[src/rtl/spis_pkg.sv]
package spis_pkg;

    typedef enum logic [1:0] {
        ENG_IDLE   = 2'd0,
        ENG_SERVE  = 2'd1,
        ENG_IGNORE = 2'd2
    } eng_state_t;

    typedef enum logic {
        SEM_CPU = 1'b0,
        SEM_SPI = 1'b1
    } sem_state_t;

    typedef struct packed {
        logic [1:0] mode;
        logic [7:0] ovr_byte;
        logic [7:0] def_byte;
        logic       auto_acq;
    } spis_cfg_t;

    localparam spis_cfg_t CFG_RESET = '{mode: 2'd0, ovr_byte: 8'h00,
                                        def_byte: 8'h00, auto_acq: 1'b1};

endpackage

[src/rtl/spis_sync.sv]
module spis_sync #(
    parameter int          N       = 3,
    parameter logic [N-1:0] RST_VAL = '0
) (
    input  logic         clk,
    input  logic         rst_n,
    input  logic [N-1:0] din,
    output logic [N-1:0] dout
);
    for (genvar i = 0; i < N; i++) begin : g_bit
        logic meta_q, stab_q;
        always_ff @(posedge clk or negedge rst_n) begin
            if (!rst_n) begin
                meta_q <= RST_VAL[i];
                stab_q <= RST_VAL[i];
            end else begin
                meta_q <= din[i];
                stab_q <= meta_q;
            end
        end
        assign dout[i] = stab_q;
    end
endmodule

[src/rtl/spis_bytebuf.sv]
module spis_bytebuf #(
    parameter int DEPTH = 8,
    localparam int AW   = $clog2(DEPTH)
) (
    input  logic          clk,
    input  logic          we,
    input  logic [AW-1:0] waddr,
    input  logic [7:0]    wdata,
    input  logic [AW-1:0] raddr,
    output logic [7:0]    rdata
);
    logic [7:0] mem [DEPTH];

    always_ff @(posedge clk) begin
        if (we) mem[waddr] <= wdata;
    end

    assign rdata = mem[raddr];
endmodule

[src/rtl/spis_sem_fsm.sv]
module spis_sem_fsm
    import spis_pkg::*;
(
    input  logic clk,
    input  logic rst_n,
    input  logic acquire_req,
    input  logic release_req,
    input  logic auto_en,
    input  logic end_pulse,
    input  logic busy,
    output logic cpu_owns,
    output logic acquired_evt
);
    sem_state_t state, state_nx;
    logic acq_pend, rel_pend;
    logic want_acq, want_rel;

    assign want_acq = acquire_req | acq_pend | (auto_en & end_pulse);
    assign want_rel = release_req | rel_pend;

    always_comb begin
        state_nx = state;
        unique case (state)
            SEM_CPU: if (!busy && !want_acq && want_rel) state_nx = SEM_SPI;
            SEM_SPI: if (!busy && want_acq)              state_nx = SEM_CPU;
            default: state_nx = SEM_CPU;
        endcase
    end

    always_ff @(posedge clk or negedge rst_n) begin
        if (!rst_n) state <= SEM_CPU;
        else        state <= state_nx;
    end

    always_ff @(posedge clk or negedge rst_n) begin
        if (!rst_n) begin
            acquired_evt <= 1'b0;
            acq_pend     <= 1'b0;
            rel_pend     <= 1'b0;
        end else begin
            acquired_evt <= !busy && want_acq;
            acq_pend     <= busy && want_acq;
            rel_pend     <= busy && want_rel;
        end
    end

    assign cpu_owns = (state == SEM_CPU);
endmodule

[src/rtl/spis_engine.sv]
module spis_engine
    import spis_pkg::*;
#(
    parameter int DEPTH = 8,
    localparam int AW   = $clog2(DEPTH),
    localparam int CW   = AW + 1
) (
    input  logic          clk,
    input  logic          rst_n,
    input  logic          cs_fall,
    input  logic          cs_rise,
    input  logic          cs_act,
    input  logic          sck_rise,
    input  logic          sck_fall,
    input  logic          mosi,
    input  logic          cpol,
    input  logic          cpha,
    input  logic          spi_owns,
    input  logic [7:0]    ovr_byte,
    input  logic [7:0]    def_byte,
    input  logic [CW-1:0] tx_limit,
    input  logic [CW-1:0] rx_limit,
    output logic [AW-1:0] tx_raddr,
    input  logic [7:0]    tx_rdata,
    output logic          rx_we,
    output logic [AW-1:0] rx_waddr,
    output logic [7:0]    rx_wdata,
    output logic          miso,
    output logic          end_pulse,
    output logic          busy,
    output logic          ovf_set,
    output logic          ovr_set,
    output logic [CW-1:0] tx_count,
    output logic [CW-1:0] rx_count
);
    localparam logic [CW-1:0] ONE = CW'(1);

    eng_state_t state, state_nx;
    logic [2:0]    bit_cnt;
    logic [6:0]    rx_sh;
    logic [7:0]    tx_sh;
    logic          from_buf;
    logic [CW-1:0] tx_idx, rd_idx;
    logic          active, sample_edge, drive_edge, byte_done;
    logic          fetch_serve, have_data, room;
    logic [7:0]    fetch_byte;

    assign active      = (state != ENG_IDLE);
    assign sample_edge = (cpol ^ cpha) ? sck_fall : sck_rise;
    assign drive_edge  = (cpol ^ cpha) ? sck_rise : sck_fall;
    assign byte_done   = active && sample_edge && (bit_cnt == 3'd7);
    assign fetch_serve = (state == ENG_IDLE) ? spi_owns : (state == ENG_SERVE);
    assign rd_idx      = (state == ENG_IDLE) ? '0 : tx_idx;
    assign have_data   = fetch_serve && (rd_idx < tx_limit);
    assign fetch_byte  = !fetch_serve ? def_byte : (have_data ? tx_rdata : ovr_byte);
    assign tx_raddr    = rd_idx[AW-1:0];
    assign room        = (rx_count < rx_limit);

    always_comb begin
        state_nx = state;
        unique case (state)
            ENG_IDLE:   if (cs_fall) state_nx = spi_owns ? ENG_SERVE : ENG_IGNORE;
            ENG_SERVE:  if (cs_rise) state_nx = ENG_IDLE;
            ENG_IGNORE: if (cs_rise) state_nx = ENG_IDLE;
            default:    state_nx = ENG_IDLE;
        endcase
    end

    always_ff @(posedge clk or negedge rst_n) begin
        if (!rst_n) state <= ENG_IDLE;
        else        state <= state_nx;
    end

    always_ff @(posedge clk or negedge rst_n) begin
        if (!rst_n) begin
            bit_cnt  <= '0;
            rx_sh    <= '0;
            tx_sh    <= '0;
            from_buf <= 1'b0;
            tx_idx   <= '0;
            tx_count <= '0;
            rx_count <= '0;
        end else if (state == ENG_IDLE) begin
            if (cs_fall) begin
                bit_cnt  <= '0;
                tx_sh    <= fetch_byte;
                from_buf <= have_data;
                tx_idx   <= (!cpha && have_data) ? ONE : '0;
                if (spi_owns) begin
                    tx_count <= '0;
                    rx_count <= '0;
                end
            end
        end else begin
            if (sample_edge) begin
                rx_sh   <= {rx_sh[5:0], mosi};
                bit_cnt <= bit_cnt + 3'd1;
                if (byte_done && state == ENG_SERVE) begin
                    if (room)     rx_count <= rx_count + ONE;
                    if (from_buf) tx_count <= tx_count + ONE;
                end
            end
            if (drive_edge) begin
                if (bit_cnt == 3'd0) begin
                    tx_sh    <= fetch_byte;
                    from_buf <= have_data;
                    if (have_data) tx_idx <= tx_idx + ONE;
                end else begin
                    tx_sh <= {tx_sh[6:0], 1'b0};
                end
            end
        end
    end

    assign rx_we     = byte_done && (state == ENG_SERVE) && room;
    assign rx_waddr  = rx_count[AW-1:0];
    assign rx_wdata  = {rx_sh, mosi};
    assign ovf_set   = byte_done && (state == ENG_SERVE) && !room;
    assign ovr_set   = byte_done && (state == ENG_SERVE) && !from_buf;
    assign end_pulse = (state == ENG_SERVE) && cs_rise;
    assign busy      = active || cs_act;
    assign miso      = tx_sh[7];
endmodule

[src/rtl/spi_sem_slave.sv]
module spi_sem_slave
    import spis_pkg::*;
#(
    parameter int DEPTH = 8,
    localparam int AW   = $clog2(DEPTH),
    localparam int CW   = AW + 1
) (
    input  logic          clk,
    input  logic          rst_n,
    input  logic          spi_sck,
    input  logic          spi_cs_n,
    input  logic          spi_mosi,
    output logic          spi_miso,
    input  logic          acquire_req,
    input  logic          release_req,
    output logic          sem_cpu_own,
    output logic          evt_end,
    output logic          evt_acquired,
    input  logic          cfg_wr,
    input  logic [1:0]    cfg_mode_in,
    input  logic [7:0]    cfg_ovr_in,
    input  logic [7:0]    cfg_def_in,
    input  logic          cfg_auto_in,
    input  logic [CW-1:0] tx_limit,
    input  logic [CW-1:0] rx_limit,
    input  logic          tx_wr_en,
    input  logic [AW-1:0] tx_wr_addr,
    input  logic [7:0]    tx_wr_data,
    input  logic [AW-1:0] rx_rd_addr,
    output logic [7:0]    rx_rd_data,
    output logic [CW-1:0] tx_done_cnt,
    output logic [CW-1:0] rx_done_cnt,
    output logic          flag_overflow,
    output logic          flag_overread,
    input  logic          clr_overflow,
    input  logic          clr_overread
);
    spis_cfg_t     cfg_q;
    logic [2:0]    sync_lvl;
    logic          sck_q, cs_q;
    logic          sck_rise, sck_fall, cs_fall, cs_rise;
    logic [AW-1:0] tx_raddr, rx_waddr;
    logic [7:0]    tx_rdata, rx_wdata;
    logic          rx_we, eng_busy, ovf_set, ovr_set;

    always_ff @(posedge clk or negedge rst_n) begin
        if (!rst_n)      cfg_q <= CFG_RESET;
        else if (cfg_wr) cfg_q <= '{mode: cfg_mode_in, ovr_byte: cfg_ovr_in,
                                    def_byte: cfg_def_in, auto_acq: cfg_auto_in};
    end

    spis_sync #(.N(3), .RST_VAL(3'b010)) sync_i (
        .clk(clk), .rst_n(rst_n),
        .din({spi_mosi, spi_cs_n, spi_sck}), .dout(sync_lvl)
    );

    always_ff @(posedge clk or negedge rst_n) begin
        if (!rst_n) begin
            sck_q <= 1'b0;
            cs_q  <= 1'b1;
        end else begin
            sck_q <= sync_lvl[0];
            cs_q  <= sync_lvl[1];
        end
    end

    assign sck_rise = sync_lvl[0] & ~sck_q;
    assign sck_fall = ~sync_lvl[0] & sck_q;
    assign cs_fall  = ~sync_lvl[1] & cs_q;
    assign cs_rise  = sync_lvl[1] & ~cs_q;

    spis_bytebuf #(.DEPTH(DEPTH)) txbuf_i (
        .clk(clk), .we(tx_wr_en), .waddr(tx_wr_addr), .wdata(tx_wr_data),
        .raddr(tx_raddr), .rdata(tx_rdata)
    );

    spis_bytebuf #(.DEPTH(DEPTH)) rxbuf_i (
        .clk(clk), .we(rx_we), .waddr(rx_waddr), .wdata(rx_wdata),
        .raddr(rx_rd_addr), .rdata(rx_rd_data)
    );

    spis_engine #(.DEPTH(DEPTH)) eng_i (
        .clk(clk), .rst_n(rst_n),
        .cs_fall(cs_fall), .cs_rise(cs_rise), .cs_act(~sync_lvl[1]),
        .sck_rise(sck_rise), .sck_fall(sck_fall), .mosi(sync_lvl[2]),
        .cpol(cfg_q.mode[1]), .cpha(cfg_q.mode[0]), .spi_owns(~sem_cpu_own),
        .ovr_byte(cfg_q.ovr_byte), .def_byte(cfg_q.def_byte),
        .tx_limit(tx_limit), .rx_limit(rx_limit),
        .tx_raddr(tx_raddr), .tx_rdata(tx_rdata),
        .rx_we(rx_we), .rx_waddr(rx_waddr), .rx_wdata(rx_wdata),
        .miso(spi_miso), .end_pulse(evt_end), .busy(eng_busy),
        .ovf_set(ovf_set), .ovr_set(ovr_set),
        .tx_count(tx_done_cnt), .rx_count(rx_done_cnt)
    );

    spis_sem_fsm sem_i (
        .clk(clk), .rst_n(rst_n),
        .acquire_req(acquire_req), .release_req(release_req),
        .auto_en(cfg_q.auto_acq), .end_pulse(evt_end), .busy(eng_busy),
        .cpu_owns(sem_cpu_own), .acquired_evt(evt_acquired)
    );

    always_ff @(posedge clk or negedge rst_n) begin
        if (!rst_n) begin
            flag_overflow <= 1'b0;
            flag_overread <= 1'b0;
        end else begin
            if (ovf_set)           flag_overflow <= 1'b1;
            else if (clr_overflow) flag_overflow <= 1'b0;
            if (ovr_set)           flag_overread <= 1'b1;
            else if (clr_overread) flag_overread <= 1'b0;
        end
    end
endmodule

[config.mk]
export PLATFORM = sky130hd
export DESIGN_NAME = spi_sem_slave
export DESIGN_NICKNAME = d
export VERILOG_FILES = /design/src/rtl/spis_pkg.sv /design/src/rtl/spis_sync.sv /design/src/rtl/spis_bytebuf.sv /design/src/rtl/spis_sem_fsm.sv /design/src/rtl/spis_engine.sv /design/src/rtl/spi_sem_slave.sv
export SDC_FILE = /design/constraint.sdc
export NUM_CORES = 1
export LEC_CHECK = 0
export BUFFER_PORTS_ARGS = -buffer_cell sky130_fd_sc_hd__buf_4
export CAP_MARGIN = 20
export CORE_AREA = 2 2 132 134
export CTS_CLUSTER_SIZE = 25
export DETAILED_ROUTE_END_ITERATION = 16
export DIE_AREA = 0 0 134 136
export HOLD_SLACK_MARGIN = 0.12
export PLACE_DENSITY = 0.73
export SYNTH_ARGS = -nofsm -noshare
export SYNTH_HDL_FRONTEND = slang
export SYNTH_SLANG_ARGS = --single-unit
[constraint.sdc]
create_clock -name clk -period 4.3 [get_ports clk]
set_clock_uncertainty 0.1 [all_clocks]
set_input_delay 0.86 -clock clk [delete_from_list [all_inputs] [get_ports clk]]
set_output_delay 0.86 -clock clk [all_outputs]
set_load 0.05 [all_outputs]
Yosys cells after proc, flatten, opt, wreduce, memory -nomap -nowiden

Memories as Yosys holds them, arrays and structs flattened.
Index checks and enable logic that the tools add are counted.

Register bits: 66
Output and inout port bits: 22
Memories kept: 2
RAM bits: 128

Bitwise gates (word level): 15
Muxes and demuxes: 48
Add/subtract/negate cells: 4
Order comparisons: 2
Eq/ne operators: 6
Reductions and logical operators: 41

Memories:

| memory      | words | bits a word | rd ports | clocked after Yosys merged registers in | write ports | line               | text |
|---|---|---|---|---|---|---|---|
| rxbuf_i.mem | 8     | 8           | 1        | 0                                       | 1           | spis_bytebuf.sv:12 | `logic [7:0] mem [DEPTH];` |
| txbuf_i.mem | 8     | 8           | 1        | 0                                       | 1           | spis_bytebuf.sv:12 |  |

Operator list:

| kind                | count |
|---|---|
| $mux 4              | 16 |
| $mux 8              | 6 |
| $reduce_bool 2->1   | 10 |
| $mux 1              | 18 |
| $logic_and 1x1->1   | 14 |
| $add 4x1->4 const B | 3 |
| $reduce_and 5->1    | 2 |
| $mux 3              | 3 |
| $lt 4x4->1          | 2 |
| $reduce_and 2->1    | 4 |
| $mux 2              | 3 |
| $not 1->1           | 6 |
| $and 1x1->1         | 5 |
| $logic_not 1->1     | 5 |
| $ne 2x1->1 const B  | 2 |
| $pmux 2 s2          | 1 |
| $reduce_and 4->1    | 1 |
| $add 3x1->3 const B | 1 |
| $eq 3x3->1 const B  | 1 |
| $logic_not 3->1     | 1 |
| $or 1x1->1          | 3 |
| $reduce_and 3->1    | 1 |
| $eq 2x1->1 const B  | 1 |
| $eq 2x2->1 const B  | 1 |
| other kinds (6)     | 6 |

Depth between registers and ports, before layout

Depth in word-level cells: 10
Depth in mapped cells: 13

Hierarchy

A second synthesis with hierarchy kept.

Cell total of the unflattened synthesis: 530
Area, all modules: 8627.0 um^2

By module, submodules not included:

| module        | cells an instance | instances | area each (um^2) | seq. area each (um^2) |
|---|---|---|---|---|
| spis_bytebuf  | 106               | 2         | 2531.2           | 1921.8 |
| spis_engine   | 244               | 1         | 2326.0           | 825.8 |
| spi_sem_slave | 54                | 1         | 913.4            | 578.1 |
| spis_sync     | 9                 | 1         | 175.2            | 152.6 |
| spis_sem_fsm  | 11                | 1         | 150.1            | 100.1 |

Least setup slack after synthesis

Ideal clock, no wire load.

Path kind: in2out
Start point: input port rx_rd_addr[0]
End point: output port rx_rd_data[0]
Setup slack: 853 ps
Required time: 3340 ps
Cell stages on the path: 4
Arrival time: 2487 ps
Cells stage by stage: clkbuf_1 buf_2 mux4_2 mux2_2

Longest elaborated chain between the ends: 1

Ends and longest elaborated chain:

| item            | line                | text |
|---|---|---|
| start, declared | spi_sem_slave.sv:29 | `input logic [AW-1:0] rx_rd_addr,` |
| $mem_v2 8x8     | --                  |  |
| end, declared   | spi_sem_slave.sv:30 | `output logic [7:0] rx_rd_data,` |

Every way passes these cells.

Worst setup path after layout

Start point: register eng_i.state[0]
End point: memory rxbuf_i.mem[5][6] (enable)

Longest elaborated chain between the ends: 7
Elaborated cells between the ends (all ways): 8
Those cells by class: 1 x eq/ne; 2 x mux; 5 x reduce/logical

Ends and longest elaborated chain:

| item                               | line               | text |
|---|---|---|
| start, declared                    | spis_engine.sv:38  | `eng_state_t state, state_nx;` |
| start signal, assigned             | spis_engine.sv:71  | `else state <= state_nx;` |
| $reduce_bool 2->1                  | spis_engine.sv:48  | `assign active = (state != ENG_IDLE);` |
| $logic_and 1x1->1 (2 in a row)     | spis_engine.sv:51  | `assign byte_done = active && sample_edge && (bit_cnt == 3'd7);` |
| $logic_and 1x1->1 (*) (2 in a row) | spis_engine.sv:115 | `assign rx_we = byte_done && (state == ENG_SERVE) && room;` |
| $mux 1 (*)                         | spis_bytebuf.sv:15 | `if (we) mem[waddr] <= wdata;` |
| $mux 1 (implied by the code) (*)   | spis_bytebuf.sv:15 |  |
| end, declared                      | spis_bytebuf.sv:12 |  |

Every way passes the cells marked *; elsewhere a longest branch is shown, timed or not.

==> run summary <==
Final slew viol count: 0
Post-synth ARST share: 34.0%
Wire length per cell: 19.6 um
Hold_ws: 0.261 ns
Total Negative Setup Slacks: 0 ns
Final min period: 3.16 ns
Via/cell ratio: 5.78
Synth Cell Area: 8240 um^2
Data required, critical path: 4.26 ns
Syn Nets: 624
Routability congestion estimate: 0.833
Commonest non-fill, non-tap cell in the layout: edfxtp_1
Pwr/cell area: 506 nW/um^2
Routed vias: 5019
Sequential share of the synthesized area: 66.7%
Total Routing Usage GR: 19.9%
Sink Count: 194
Detail Route Antenna Nets: 0
Detailed Routing Iterations Pass 1: 5
CP arrival: 3.12 ns
Max-slew headroom: 33.2%
CTS H-tree depth: 4
Final Net Count: 697
Synth-to-Final Area Change: 16.9%
Commonest cells after routing, fill and taps aside: 128 x edfxtp_1, 78 x buf_4, 62 x dfrtp_1, 47 x nand2_1, 36 x mux2_2
DRC errors left: 0
DP Wirelength: 11900 um
Synth warn: 0
DP Area: 9000 um^2
Num CTS Buffers: 17
Post-CTS Setup Inserts: 0
Critical Path End Type: flip-flop
Pin count of the biggest net entering global routing: 67
Grt ovf: 0
Synth area leaders: edfxtp_1 47%, dfrtp_1 19%, mux2_2 4.9%, mux4_2 4.6%, mux2i_1 2.4%
Final hold vios: 0
Die area: 18200 um^2
Synth Instances: 558
Synth area leader: edfxtp_1
Setup-failing EPs final: 0
RSZ-0062 raised after global routing: no
CTS tree: built
I/O Pins: 74
Worst VDD drop: 0.000353 V
Cts hold-fix bufs: 0
HP Class: flip-flop to flip-flop
Starting Density: 48.8%
Fin crit share: 73.4%
Final Instance Area: 9640 um^2
Total routed wirelength: 17000 um
Mean Syn Cell Area: 14.8 um^2
Max Fclk: 317 MHz
Root buffer cell: clkbuf_16
Maxcap violations: 0
Clk_lat worst skew: 0.43 ns
First-pass GRT wire length: 27400 um
Synth Register Bits: 194
Placeable Area: 16900 um^2
Leakage: 3.62 nW
Row count: 48
Critical path peak fanout: 12
Status: finished, final reports clean
Proportion of layout cells with a drive suffix above 1: 28.1%
Vias in the first global route: 5175
DRT iter0 DRCs: 402
Setup Crit Path Kind: flip-flop to flip-flop
CTS Buffer Depth: 2
Initial antenna violation count: 0
Buffers on Ports: 73
Post_cts resized: 0
Top_reg_cell synth: edfxtp_1
Reg clk slew, reported paths: 0.07 ns
Top-area cell type share of the netlist area: 46.6%
Die height: 136 um
Antenna Diode Count: 0
Fillers: 1330
Slew @ Worst Pin: 1.00 ns
EDFF count, synth: 128
Yosys cell types: 52
Die X-Extent: 134 um
Worst setup SP type: flip-flop
## registers in the layout (all words and copies together), names as in the netlist, 3 cells and up
name / cells
eng_i.tx_sh: 8
rxbuf_i.mem: 64
cfg_q: 19
eng_i.tx_idx: 4
eng_i.rx_count: 4
eng_i.bit_cnt: 3
txbuf_i.mem: 64
eng_i.tx_count: 4
eng_i.rx_sh: 7
sync_i.g_bit.meta_q: 3
sync_i.g_bit.stab_q: 3
## critical path: stages, from the launching register on
cell     delay [ns]
dfrtp_1        0.39
inv_1          0.06
ha_1           0.25
or3b_2         0.53
mux2_2         0.39
nor2_1         0.25
nand3_1        0.17
nor2_1         0.64
## metrics by stage
| step | worst slack, ns | total power [mW] | utilization (%) | instances |
|---|---|---|---|---|
| 2_1_floorplan | 0.853 | 2.97 | - | 558 |
| 3_3_place_gp | 1.21 | 3.20 | 53.3 | 835 |
| 3_5_place_dp | 1.06 | 3.25 | 53.3 | 836 |
| 4_1_cts | 1.14 | 4.89 | 57.1 | 868 |
| 5_1_grt | 0.935 | 5.07 | 57.1 | 869 |
| 6_report | 1.14 | 4.87 | 57.1 | 869 |
## Yosys cell counts, drive strengths merged, types with 13 or more instances
cell,n
mux2,37
inv,19
a221oi,14
ha,14
o22ai,16
edfxtp,128
nand2,47
mux2i,21
nand3,14
dfrtp,62
a21oi,13
mux4,17
clkbuf,17
nor2,30
## cells by family (layout without fill, tap and decap cells)
group                    count (synthesis)  after routing  share of synthesized area [%]
flip-flops                             194            194                           66.7
adder cells (fa/ha/maj)                 14             14                           2.13
XOR/XNOR                                 1              1                          0.197
multiplexers                            75             75                           12.4
buffers and inverters                   45            131                           2.25
AO/OA/AOI/OAI                           95             95                           8.49
AND/OR/NAND/NOR                        134            134                           7.82
## cell type report
class                      instances  area, um^2  share of cell area, %
sequential                       194        5500                   57.1
multi-input combinational        319        2560                   26.5
timing repair buffer              80         596                   6.18
clock buffer                      17         425                   4.42
tap                              225         282                   2.92
clock inverter                    15         204                   2.12
inverter                          19        71.3                  0.740
## per-layer routing
layer  vias to the layer above  track usage, %  routed length, um
li1                       2292               -                  -
met1                      2556            24.9               7020
met2                       157            35.0               9090
met3                        14            4.62                785
met5                         -               0                  0
met4                         0            5.32                140
## report_power, final
part	internal (mW)	switching [mW]
Clock	0.896	0.751
Sequential	2.20	0.171
Combinational	0.337	0.520
## worst paths after layout
check	start	end	slack, ns	cells past startpoint
min reg2reg	sync_i.g_bit[2].meta_q	sync_i.g_bit[2].stab_q	0.26	0
min	sync_i.g_bit[2].meta_q	sync_i.g_bit[2].stab_q	0.26	0
max reg2reg	eng_i.state[0]	rxbuf_i.mem[5][6]	1.14	7
max	eng_i.state[0]	rxbuf_i.mem[5][6]	1.14	7
max in group asynchronous	rst_n	cfg_q[10]	3.12	1
min in group asynchronous	rst_n	cfg_q[16]	0.42	1
(Power assumes the default switching activity.)
